File: config.mk
export PLATFORM = sky130hd
export DESIGN_NAME = bytelane_lsu
export DESIGN_NICKNAME = d
export VERILOG_FILES = /design/src/rtl/bytelane_pkg.sv /design/src/rtl/bl_lane_map.sv /design/src/rtl/bl_store_fmt.sv /design/src/rtl/bl_load_ext.sv /design/src/rtl/bytelane_lsu.sv
export SDC_FILE = /design/constraint.sdc
export NUM_CORES = 1
export LEC_CHECK = 0
export BUFFER_PORTS_ARGS = -buffer_cell sky130_fd_sc_hd__buf_2
export CAP_MARGIN = 20
export CORE_AREA = 2 2 78 80
export DETAILED_ROUTE_END_ITERATION = 7
export DIE_AREA = 0 0 80 82
export GPL_TIMING_DRIVEN = 0
export PLACE_DENSITY = 0.71
export RECOVER_POWER = 25
export SYNTH_ARGS = -nofsm -noshare
export SYNTH_HDL_FRONTEND = slang
export SYNTH_HIERARCHICAL = 1
export SYNTH_SLANG_ARGS = --single-unit
File: constraint.sdc
create_clock -name clk -period 1.5 [get_ports clk]
set_clock_uncertainty 0.1 [all_clocks]
set_input_delay 0.3 -clock clk [delete_from_list [all_inputs] [get_ports clk]]
set_output_delay 0.3 -clock clk [all_outputs]
set_load 0.05 [all_outputs]
File: src/rtl/bytelane_pkg.sv
package bytelane_pkg;
    typedef enum logic [1:0] {
        KIND_WORD  = 2'b00,
        KIND_SBYTE = 2'b01,
        KIND_UBYTE = 2'b10,
        KIND_UBYTE_ALT = 2'b11
    } access_kind_e;
endpackage

File: src/rtl/bl_lane_map.sv
module bl_lane_map #(
    parameter int LANES = 4,
    localparam int OFF_W = $clog2(LANES)
) (
    input  logic [OFF_W-1:0] offset,
    input  logic             big_endian,
    output logic [OFF_W-1:0] lane
);
    localparam logic [OFF_W-1:0] TOP_LANE = OFF_W'(LANES - 1);

    always_comb begin
        lane = big_endian ? (TOP_LANE - offset) : offset;
    end
endmodule

File: src/rtl/bl_store_fmt.sv
module bl_store_fmt #(
    parameter int DATA_W = 32,
    localparam int LANES = DATA_W / 8,
    localparam int OFF_W = $clog2(LANES)
) (
    input  logic              enable,
    input  logic              is_word,
    input  logic [OFF_W-1:0]  lane,
    input  logic [DATA_W-1:0] wdata,
    output logic [LANES-1:0]  be,
    output logic [DATA_W-1:0] lane_data
);
    for (genvar g = 0; g < LANES; g++) begin : g_lane
        assign be[g] = enable && (is_word || (lane == OFF_W'(g)));
        assign lane_data[g*8 +: 8] = is_word ? wdata[g*8 +: 8] : wdata[7:0];
    end
endmodule

File: src/rtl/bl_load_ext.sv
module bl_load_ext #(
    parameter int DATA_W = 32,
    localparam int LANES = DATA_W / 8,
    localparam int OFF_W = $clog2(LANES)
) (
    input  logic              is_word,
    input  logic              is_signed,
    input  logic [OFF_W-1:0]  lane,
    input  logic [DATA_W-1:0] rdata,
    output logic [DATA_W-1:0] result
);
    logic [7:0] picked;

    always_comb begin
        picked = 8'h00;
        for (int i = 0; i < LANES; i++) begin
            if (lane == OFF_W'(i)) picked = rdata[i*8 +: 8];
        end
        if (is_word) result = rdata;
        else         result = {{(DATA_W-8){is_signed & picked[7]}}, picked};
    end
endmodule

File: src/rtl/bytelane_lsu.sv
module bytelane_lsu
    import bytelane_pkg::*;
#(
    parameter int ADDR_W = 32,
    parameter int DATA_W = 32,
    localparam int LANES = DATA_W / 8,
    localparam int OFF_W = $clog2(LANES)
) (
    input  logic                    clk,
    input  logic                    rst_n,
    input  logic                    req_valid,
    input  logic                    req_write,
    input  logic [1:0]              req_kind,
    input  logic                    big_endian,
    input  logic [ADDR_W-1:0]       addr,
    input  logic [DATA_W-1:0]       wdata,
    output logic                    mem_en,
    output logic                    mem_we,
    output logic [ADDR_W-OFF_W-1:0] mem_addr,
    output logic [LANES-1:0]        mem_be,
    output logic [DATA_W-1:0]       mem_wdata,
    output logic                    misaligned,
    input  logic [DATA_W-1:0]       mem_rdata,
    output logic                    load_valid,
    output logic [DATA_W-1:0]       load_data
);
    typedef struct packed {
        logic             pend;
        logic             word;
        logic             sign;
        logic [OFF_W-1:0] lane;
    } load_ctx_t;

    load_ctx_t ctx_d, ctx_q;

    access_kind_e     kind;
    logic             is_word;
    logic [OFF_W-1:0] req_lane;
    logic             go;

    assign kind    = access_kind_e'(req_kind);
    assign is_word = (kind == KIND_WORD);

    bl_lane_map #(.LANES(LANES)) u_map (
        .offset     (addr[OFF_W-1:0]),
        .big_endian (big_endian),
        .lane       (req_lane)
    );

    always_comb begin
        misaligned = req_valid && is_word && (addr[OFF_W-1:0] != '0);
        go         = req_valid && !misaligned;
        mem_en     = go;
        mem_we     = go && req_write;
        mem_addr   = addr[ADDR_W-1:OFF_W];

        ctx_d      = ctx_q;
        ctx_d.pend = go && !req_write;
        if (go && !req_write) begin
            ctx_d.word = is_word;
            ctx_d.sign = (kind == KIND_SBYTE);
            ctx_d.lane = req_lane;
        end
    end

    bl_store_fmt #(.DATA_W(DATA_W)) u_store (
        .enable    (mem_we),
        .is_word   (is_word),
        .lane      (req_lane),
        .wdata     (wdata),
        .be        (mem_be),
        .lane_data (mem_wdata)
    );

    always_ff @(posedge clk or negedge rst_n) begin
        if (!rst_n) ctx_q <= '0;
        else        ctx_q <= ctx_d;
    end

    assign load_valid = ctx_q.pend;

    bl_load_ext #(.DATA_W(DATA_W)) u_load (
        .is_word   (ctx_q.word),
        .is_signed (ctx_q.sign),
        .lane      (ctx_q.lane),
        .rdata     (mem_rdata),
        .result    (load_data)
    );

    assert_word_store_be_R2: assert property (@(posedge clk) disable iff (!rst_n)
        (req_valid && req_write && is_word && addr[OFF_W-1:0] == '0) |-> (mem_be == '1))
        else $error("word store must enable every lane");

    assert_byte_store_onehot_R5: assert property (@(posedge clk) disable iff (!rst_n)
        (req_valid && req_write && !is_word) |-> ($countones(mem_be) == 1 && mem_we))
        else $error("byte store must enable a single lane");

    assert_misalign_quiet_R6: assert property (@(posedge clk) disable iff (!rst_n)
        misaligned |-> (!mem_en && !mem_we && mem_be == '0))
        else $error("misaligned access reached memory");

    assert_load_valid_follows_R7: assert property (@(posedge clk) disable iff (!rst_n)
        (mem_en && !mem_we) |=> load_valid)
        else $error("missing load_valid after load");

    assert_no_stray_valid_R7: assert property (@(posedge clk) disable iff (!rst_n)
        !(mem_en && !mem_we) |=> !load_valid)
        else $error("load_valid without a load");

    assert_idle_quiet_R1: assert property (@(posedge clk) disable iff (!rst_n)
        !req_valid |-> (!mem_en && mem_be == '0))
        else $error("memory strobed while idle");
endmodule

==> flow_summary.ini, run 1 <==
[power_and_ir_drop]
pwr-share-comb_pct = 88.6
p_int_uw = 1730
peakVddDrop_v = 0.00114
power_leakage_uw = 0.00219
sequentialPowerShare_pct = 4.7
p_per_area_nw_per_um2 = 939
p_sw_share_pct = 55.8
p_clk_share_pct = 6.7
p_sw_uw = 2180

[floorplan]
fp.dieArea_um2 = 6560
initial_core_util_pct = 26.6
rows = 28
core_region_area_um2 = 5750
fp.dieH_um = 82
die-width_um = 80
ios = 205

[placement]
gp_congestion = 0.833
io_buffers = 174
dp.cells = 473
dp_hpwl_mm = 4.78
placed_area_um2 = 2700

[job]
drv_cap = 0

[cts]
cts_tree = yes
cts_root_buffer = clkbuf_8
clk_latency_ns = 0.23
cts.sinks = 5
clk_path_buf_depth = 2
path_clk_slew_ns = 0.04
cts_buffers = 3
htree_levels = 1

[cells_and_area]
post-route-util_pct = 72.5
fin_cells = 507
nets = 536
final_area_um2 = 4160
synthToLayoutAreaGrowth_pct = 172
fill_cells = 407
seqCellArea_um2 = 126
diodes = 0
multiInputGateArea_um2 = 1620
final_layout_size_suffix_gt1_share_pct = 88.0

[detailed_routing]
vias = 2383
vias_per_cell = 4.70
drt-total-wl_mm = 8.53
drt_iter0_markers = 54
drc = 0
wl_per_cell_um = 16.8
dr.pass1.iters = 4
drtAntennaViolNets = 0

[logic_synthesis]
yosysMostFrequentCell = nand2_1
synth_edf_count = 0
synth_top_area_share_pct = 21.1
syn_avg_cell_area_um2 = 6.83
synth.distinct_cells = 29
synth-seq-cells = 5
yosys.area.top_type = nand2_1
ys.flop_type = dfrtp_1
syn_nets = 327
netlist_top_cells_count = 86 x nand2_1, 39 x buf_4, 15 x a22oi_1
ys_warn_count = 6
synth_area_leaders = nand2_1 21%, buf_4 19%, mux2_2 8.8%
syn-cell-area_um2 = 1530
synth_cells = 224
async_reset_ff_share_pct = 100
seq_area_frac_synth_pct = 8.18

[setup_path]
worstSetupStartpointType = flop
critPathKind = flop to output pin
crit_arrival_ns = 1.76
startpoint = ctx_q[0]
r2r_slack_ns = 0.54
r2r_start = ctx_q[0]
required_ns = 1.10
reg2reg_depth = 1
crit_path_end_kind = output pin
crit_fanout = 5
r2r_end = ctx_q[0]

[grt]
gr-usage-all-layers_pct = 21.7
grt_pass1_wl_mm = 11.2
antenna_found_initial = 0
grt_max_degree = 11
first_global_vias = 2300
grt_overflow_total = 0

[hold_path]
min-delay-path-class = input port to flop
hold-path-endpoint = load_valid
whs_path_depth = 3
hold_start = req_valid

[timing]
min_period_ns = 2.16
max_slew_margin_pct = 60.7
slew_violations = 0
timing.final.crit_share_pct = 144
finalHoldViolCount = 0
worst_slew_pin_slew_ns = 0.591
finalSetupViolCount = 62
setup_tns_ns = -22.49
fmax_mhz = 463
rsz0062_at_grt = true
worst_slack_ns = -0.658

[outcome]
outcome = finished, violations left
violations = setup timing
==> cells by family (layout without fill, tap and decap cells) <==
group,count (synthesis),in the layout,synth area share [%]
AO/OA/AOI/OAI,30,30,15.9
flip-flops,5,5,8.18
XOR/XNOR,2,2,1.14
AND/OR/NAND/NOR,119,119,36.1
buffers and inverters,55,263,28.9
multiplexers,13,13,9.81
==> worst max-delay path, stage by stage, from the launching register on <==
cell and delay [ns]:
dfrtp_2 0.44, mux2_4 0.34, a32oi_4 0.21, buf_12 0.17, buf_12 0.15, nand2_2 0.06
buf_6 0.15
==> metrics by stage <==
| stage | hold slack [ns] | setup slack, ns | power, µW |
|---|---|---|---|
| final | 0.299 | -0.658 | 3910 |
| after global routing | 0.327 | -0.709 | 4040 |
| after CTS | 0.307 | -0.636 | 3720 |
| after detailed placement | 0.0204 | -0.583 | 2650 |
| after global placement | 0.0151 | -0.567 | 2620 |
| after floorplan | -0.0956 | -0.400 | 2120 |
==> sequential cells by signal, summed over array words and instances (netlist names) <==
name        cells
load_valid      1
ctx_q           4
==> worst max-delay path by stage <==
stage | slack, ns | endpoint
3_5_place_dp | -0.58 | load_data[20]
6_report | -0.66 | load_data[20]
2_1_floorplan | -0.40 | mem_be[3]
5_1_grt | -0.71 | load_data[16]
4_1_cts | -0.64 | load_data[20]
3_3_place_gp | -0.57 | load_data[16]
==> layout make-up <==
| type | count | area share, % |
|---|---|---|
| Buffer | 50 | 10.6 |
| Clock buffer | 4 | 1.08 |
| Inverter | 3 | 0.361 |
| Multi-Input combinational cell | 164 | 39.0 |
| Sequential cell | 5 | 3.04 |
| Tap cell | 75 | 2.25 |
| Timing Repair Buffer | 206 | 43.7 |
==> cell usage in the layout, fill, tap and decap left out, types with 2 or more instances in the layout <==
cell / instances
a22oi_2: 15
buf_12: 11
buf_16: 2
buf_2: 99
buf_4: 51
buf_6: 43
buf_8: 37
clkbuf_1: 11
clkbuf_8: 4
dfrtp_1: 4
inv_1: 2
mux2_2: 11
mux2_4: 2
nand2_1: 30
nand2_2: 15
nand2_4: 51
nand2b_4: 8
nor2_4: 2
nor2b_1: 2
nor2b_2: 2
nor2b_4: 2
o21a_2: 3
o21ai_2: 7
==> power groups by stage <==
stage	Sequential [µW]	Clock [µW]	Combinational (µW)
floorplan	181	0	1940
global placement	179	0	2450
detailed placement	180	0	2470
CTS	180	259	3280
global route	187	271	3590
finish	184	261	3460
==> what timing repair did <==
item | CTS | global route
endpoints found under the hold margin | 5 | 0
gates resized for setup | 248 | 56
pin swaps | 34 | 14
cloned | 5 | 0
setup endpoints to repair | 62 | 63
buffers inserted | 22 | 7
hold buffers | 1 | 0
==> routing by layer <==
metal  up-vias  share of wire, %  track usage [%]
met5         -                 0                0
met4         0               2.5             6.78
met3        20               6.3             4.29
met2       120                58             45.3
met1      1130                33             21.1
li1       1113                 -                -
Power figures use the tool's default switching activity.
==> run 2, diff against run 1 <==
--- a/config.mk
+++ b/config.mk
@@ -5,14 +5,14 @@
 export SDC_FILE = /design/constraint.sdc
 export NUM_CORES = 1
 export LEC_CHECK = 0
+export ABC_AREA = 1
 export BUFFER_PORTS_ARGS = -buffer_cell sky130_fd_sc_hd__buf_2
 export CAP_MARGIN = 20
-export CORE_AREA = 2 2 78 80
+export CORE_AREA = 2 2 79 81
 export DETAILED_ROUTE_END_ITERATION = 7
-export DIE_AREA = 0 0 80 82
+export DIE_AREA = 0 0 81 83
 export GPL_TIMING_DRIVEN = 0
-export PLACE_DENSITY = 0.71
-export RECOVER_POWER = 25
+export PLACE_DENSITY = 0.67
 export SYNTH_ARGS = -nofsm -noshare
 export SYNTH_HDL_FRONTEND = slang
 export SYNTH_HIERARCHICAL = 1
==> run 2 against run 1 <==
Compared with the run above:
- the run still ends with setup timing left
- total power is 11% lower
- die area up 2.5%
- via count up 11%
- setup slack better by 0.078 ns
- non-clock buffer count shrank 3
- synthesized cell count up 24%
- first-iteration DRC count grew 76%
- hold slack improved by 0.0027 ns
- clock power decreased by 5%
- area after synthesis down 6.3%
- maximum frequency is 3.7% higher
- highest routed layer unchanged
==> flow_summary.ini, run 2 <==
[detailed_routing]
vias_per_cell = 4.70
wl_per_cell_um = 17.0
drtAntennaViolNets = 0
highest_layer = met4
route.met2.wl_mm = 5.39
drc = 0
dr.pass1.iters = 6
wl_met3_um = 855
drt-total-wl_mm = 9.58
drt_iter0_markers = 95
vias = 2648
wl_met1_mm = 2.90

[timing]
min_period_ns = 2.08
worst_slew_pin_slew_ns = 0.266
slew_violations = 0
finalSetupViolCount = 60
rsz0062_at_grt = true
max_slew_margin_pct = 82.2
timing.final.crit_share_pct = 139
worst_slack_ns = -0.580
finalHoldViolCount = 0
fmax_mhz = 481

[logic_synthesis]
syn_nets = 381
synth_top_area_share_pct = 42.1
synth_edf_count = 0
seq_area_frac_synth_pct = 8.73
synthAdderAreaFrac_pct = 0
yosys.area.top_type = nand2_1
syn_avg_cell_area_um2 = 5.16
synth_xor_area_share_pct = 0
synth_area_leaders = nand2_1 42%, buf_4 20%, dfrtp_1 8.7%
netlist_top_cells_count = 161 x nand2_1, 39 x buf_4, 18 x inv_1
syn-cell-area_um2 = 1430
synth.distinct_cells = 18
synth_cells = 278
ys_warn_count = 6
synth_top_family_by_area = simple AND/OR/NAND/NOR gates
yosys.area_share.simple_pct = 54.9
synth-seq-cells = 5
async_reset_ff_share_pct = 100
yosysMostFrequentCell = nand2_1
ys.flop_type = dfrtp_1
synthMuxAreaShare_pct = 0
synth_compound_area_share_pct = 5.93

[placement]
placed_area_um2 = 2970
io_buffers = 174
gp_congestion = 0.749
dp.cells = 527
dp_hpwl_mm = 5.53

[power_and_ir_drop]
p_per_area_nw_per_um2 = 798
power_leakage_uw = 0.00227
peakVddDrop_v = 0.000603
power_uw = 3500

[hold_path]
min-delay-path-class = input port to flop

[grt]
antenna_found_initial = 1
grt_overflow_total = 0
grt_pass1_wl_mm = 12.9
first_global_vias = 2745
gr-usage-all-layers_pct = 24.3
grt_max_degree = 11

[floorplan]
fp.dieH_um = 83
fp.dieArea_um2 = 6720
core_region_area_um2 = 5820
rows = 28
ios = 205
initial_core_util_pct = 24.7
die-width_um = 81

[setup_path]
reg2reg_depth = 3
startpoint = ctx_q[0]
required_ns = 1.10
crit_fanout = 7
cp-endpoint = load_data[26]
crit_arrival_ns = 1.68
r2r_start = ctx_q[0]
r2r_slack_ns = 0.56
critPathKind = flop to output pin
r2r_end = ctx_q[0]
worstSetupStartpointType = flop
cp_slowest_cell = dfrtp_2
path_cells = nor2_4 -> nand2_1 -> nand3_1 -> nand2_2 -> nand3_4 -> buf_12 -> buf_16 -> nand2_8 -> buf_8
crit_path_end_kind = output pin
cpPeakStageDelay_ns = 0.47

[cells_and_area]
final_layout_size_suffix_gt1_share_pct = 74.9
seqCellArea_um2 = 128
final_common_cell = buf_2
largest-register = ctx_q
fin_cells = 564
synthToLayoutAreaGrowth_pct = 206
post-route-util_pct = 75.4
final_area_um2 = 4380
multiInputGateArea_um2 = 1750
nets = 591
largest_reg_flops = 4
final_cell_mix = 110 x buf_2, 78 x nand2_1, 57 x buf_4, 57 x buf_8, 34 x nand2_4
fill_cells = 401

[cts]
cts_tree = yes
cts_buffers = 3
cts_root_buffer = clkbuf_8
clk_latency_ns = 0.22
path_clk_slew_ns = 0.04
cts.sinks = 5
clk_path_buf_depth = 2
htree_levels = 1

[outcome]
violations = setup timing
outcome = finished, violations left

[job]
drv_cap = 0
## run 2: worst max-delay path: cells and delay by family (launching register included)
kind                   cells  cell delay (ns)
and+or+nand+nor            6             0.55
DFF                        1             0.47
buffers and inverters      3             0.44
## run 2: metal layers
| layer | vias up | GRT usage, % |
|---|---|---|
| met5 | - | 0 |
| met4 | 0 | 11.7 |
| met3 | 37 | 6.74 |
| met2 | 159 | 46.9 |
| met1 | 1224 | 22.6 |
| li1 | 1228 | - |
## run 2: worst min-delay path by stage
stage                start    endpoint  slack [ns]  cells past startpoint
3_5_place_dp         rst_n    ctx_q[3]        0.02                      1
6_report       req_kind[1]    ctx_q[2]        0.30                      4
3_3_place_gp         rst_n  load_valid        0.01                      1
2_1_floorplan        rst_n    ctx_q[0]        -0.1                      0
5_1_grt        req_kind[1]    ctx_q[2]        0.33                      4
4_1_cts        req_kind[1]    ctx_q[2]        0.27                      4
## run 2: area by class of cell
type / instances / area share, %
diodes: 2 / 0.114
flip-flops and latches: 5 / 2.91
clock buffers: 4 / 1.03
plain buffers: 46 / 8.68
inverters: 20 / 2.37
multi-input cells: 205 / 39.9
repair buffers: 207 / 42.9
well taps: 75 / 2.14
## run 2: what timing repair did
item / CTS / global route
setup buffers: 21 / 9
hold endpoints to repair: 5 / 0
hold buffers: 1 / 0
endpoints found under the setup margin: 61 / 63
cloned: 5 / 0
resized for setup: 237 / 59
pin swaps: 32 / 25
## run 2: kinds of logic (layout without fill, tap and decap cells)
group                  count (synthesis)  count (layout)
other                                  0               2
DFF                                    5               5
and+or+nand+nor                      193             193
AOI/OAI and AO/OA                     12              12
buffers and inverters                 68             277
## run 2: stage by stage
step                      setup WS (ns)  hold slack (ns)  TNS, ns
after CTS                        -0.570            0.265   -20.74
final                            -0.580            0.302   -22.32
after global placement           -0.605           0.0145   -23.12
after global routing             -0.656            0.326   -25.20
after detailed placement         -0.626           0.0204   -23.67
after floorplan                  -0.744          -0.0956    -9.32
## run 2: where the power goes
group          switching, µW  internal (µW)  total [µW]
Sequential              27.3            153         180
Clock                   64.8            182         247
Combinational           1850           1220        3070
==> run 3, diff against run 2 <==
--- a/config.mk
+++ b/config.mk
@@ -13,6 +13,7 @@
 export DIE_AREA = 0 0 81 83
 export GPL_TIMING_DRIVEN = 0
 export PLACE_DENSITY = 0.67
+export SETUP_SLACK_MARGIN = 0.1
 export SYNTH_ARGS = -nofsm -noshare
 export SYNTH_HDL_FRONTEND = slang
 export SYNTH_HIERARCHICAL = 1
==> run 3 against run 2 <==
Compared with the run above:
- the flow still finishes with violations (setup timing)
- wire length fell by 6.5%
- setup slack better by 0.038 ns
- first-iteration DRC count is 16% higher
- total power is 5.0% higher
- critical endpoint is now load_data[2]
- largest cell class unchanged
==> flow_summary.ini, run 3 (synthesized netlist as in run 2, its figures left out) <==
[cts]
htree_levels = 1
clk_path_buf_depth = 2
cts_tree = yes
cts.sinks = 5
path_clk_slew_ns = 0.04
cts_buffers = 3
clk_latency_ns = 0.22
cts_root_buffer = clkbuf_8

[cells_and_area]
largest_reg_flops = 4
synthToLayoutAreaGrowth_pct = 227
nets = 591
final_common_cell = buf_2
fin_cells = 562
final_layout_size_suffix_gt1_share_pct = 77.4
largest-register = ctx_q
diodes = 0
final_cell_mix = 110 x buf_2, 72 x nand2_1, 57 x buf_8

[outcome]
violations = setup timing
outcome = finished, violations left

[job]
drv_cap = 0

[detailed_routing]
drtAntennaViolNets = 0
drt_iter0_markers = 110
vias = 2644
drc = 0
vias_per_cell = 4.70
drt-total-wl_mm = 8.96
dr.pass1.iters = 4
wl_per_cell_um = 15.9

[floorplan]
fp.dieH_um = 83
ios = 205
initial_core_util_pct = 24.7
rows = 28
die-width_um = 81
fp.dieArea_um2 = 6720
core_region_area_um2 = 5820

[setup_path]
crit_arrival_ns = 1.64
crit_path_end_kind = output pin
worstSetupStartpointType = flop
cp_slowest_cell = dfrtp_2
cpPeakStageDelay_ns = 0.47
required_ns = 1.10
crit_fanout = 7
critPathKind = flop to output pin
reg2reg_depth = 3
path_cells = inv_2 -> buf_4 -> nor2_4 -> buf_6 -> nand2_1 -> nand3_2 -> nand2_2 -> nand2_4 -> buf_8

[grt]
antenna_found_initial = 0
gr-usage-all-layers_pct = 22.8
grt_overflow_total = 0
grt_max_degree = 11
first_global_vias = 2607
grt_pass1_wl_mm = 12.3

[timing]
finalHoldViolCount = 0
worst_slew_pin_slew_ns = 0.374
timing.final.crit_share_pct = 136
rsz0062_at_grt = true
slew_violations = 0
min_period_ns = 2.04
fmax_mhz = 490
fin_hold_ws_ns = 0.279
finalSetupViolCount = 61
worst_slack_ns = -0.543
max_slew_margin_pct = 75.0

[power_and_ir_drop]
peakVddDrop_v = 0.000562
p_per_area_nw_per_um2 = 784
power_leakage_uw = 0.00234

[hold_path]
whs_path_depth = 4
min-delay-path-class = input port to flop

[placement]
gp_congestion = 0.732
io_buffers = 174
dp.cells = 527
dp_hpwl_mm = 5.43
-- run 3: metal layers --
metal / track usage, % / up-vias / routed length (µm)
li1: - / 1227 / -
met2: 45.5 / 166 / 5300
met4: 6.01 / 0 / 239
met1: 22.8 / 1225 / 2690
met3: 4.67 / 26 / 733
met5: 0 / - / 0
-- run 3: worst max-delay path, delay by kind of cell, from the launching register on --
| family | cells | cell delay, ns |
|---|---|---|
| buf+inv | 4 | 0.45 |
| flops | 1 | 0.47 |
| simple gates | 5 | 0.51 |
-- run 3: final cells by class --
cell class	instances	area, µm²
Inverter	20	104
Tap cell	75	93.8
Fill cell	370	1130
Sequential cell	5	128
Multi-Input combinational cell	205	2020
Buffer	48	415
Timing Repair Buffer	205	1890
Clock buffer	4	45.0
-- run 3: final timing paths --
| kind | startpoint | endpoint | slack [ns] |
|---|---|---|---|
| setup / recovery | ctx_q[0] | load_data[2] | -0.54 |
| hold reg to reg | ctx_q[3] | ctx_q[3] | 0.38 |
| max in group asynchronous | rst_n | ctx_q[0] | 0.83 |
| setup reg to reg | ctx_q[1] | ctx_q[1] | 0.55 |
| min in group asynchronous | rst_n | ctx_q[1] | 0.33 |
| hold / removal | req_kind[1] | ctx_q[3] | 0.28 |
-- run 3: stage by stage --
step                      area [µm²]  power (µW)  util, %  TNS, ns  setup slack (ns)
after floorplan                 2380        2110        -   -11.17            -0.744
after detailed placement        3350        2560     57.6   -24.95            -0.677
final                           4690        3670     80.6   -22.86            -0.543
after CTS                       4470        3510     76.9   -22.19            -0.599
after global placement          3350        2540     57.6   -24.02            -0.656
after global routing            4690        3810     80.6   -25.36            -0.608
-- run 3: power by group --
group	switching (µW)	leakage, µW	internal, µW
sequential	28.8	0.0000622	153
combinational	1940	0.00225	1300
clock	71.8	0.0000228	183
-- run 3: timing repair --
| item | 4_1_cts | 5_1_grt |
|---|---|---|
| hold buffers | 1 | 0 |
| setup endpoints to repair | 63 | 63 |
| buffers inserted | 23 | 8 |
| resized for setup | 225 | 56 |
| hold endpoints to repair | 5 | 0 |
| pin swaps | 37 | 31 |
| gates cloned | 4 | 0 |
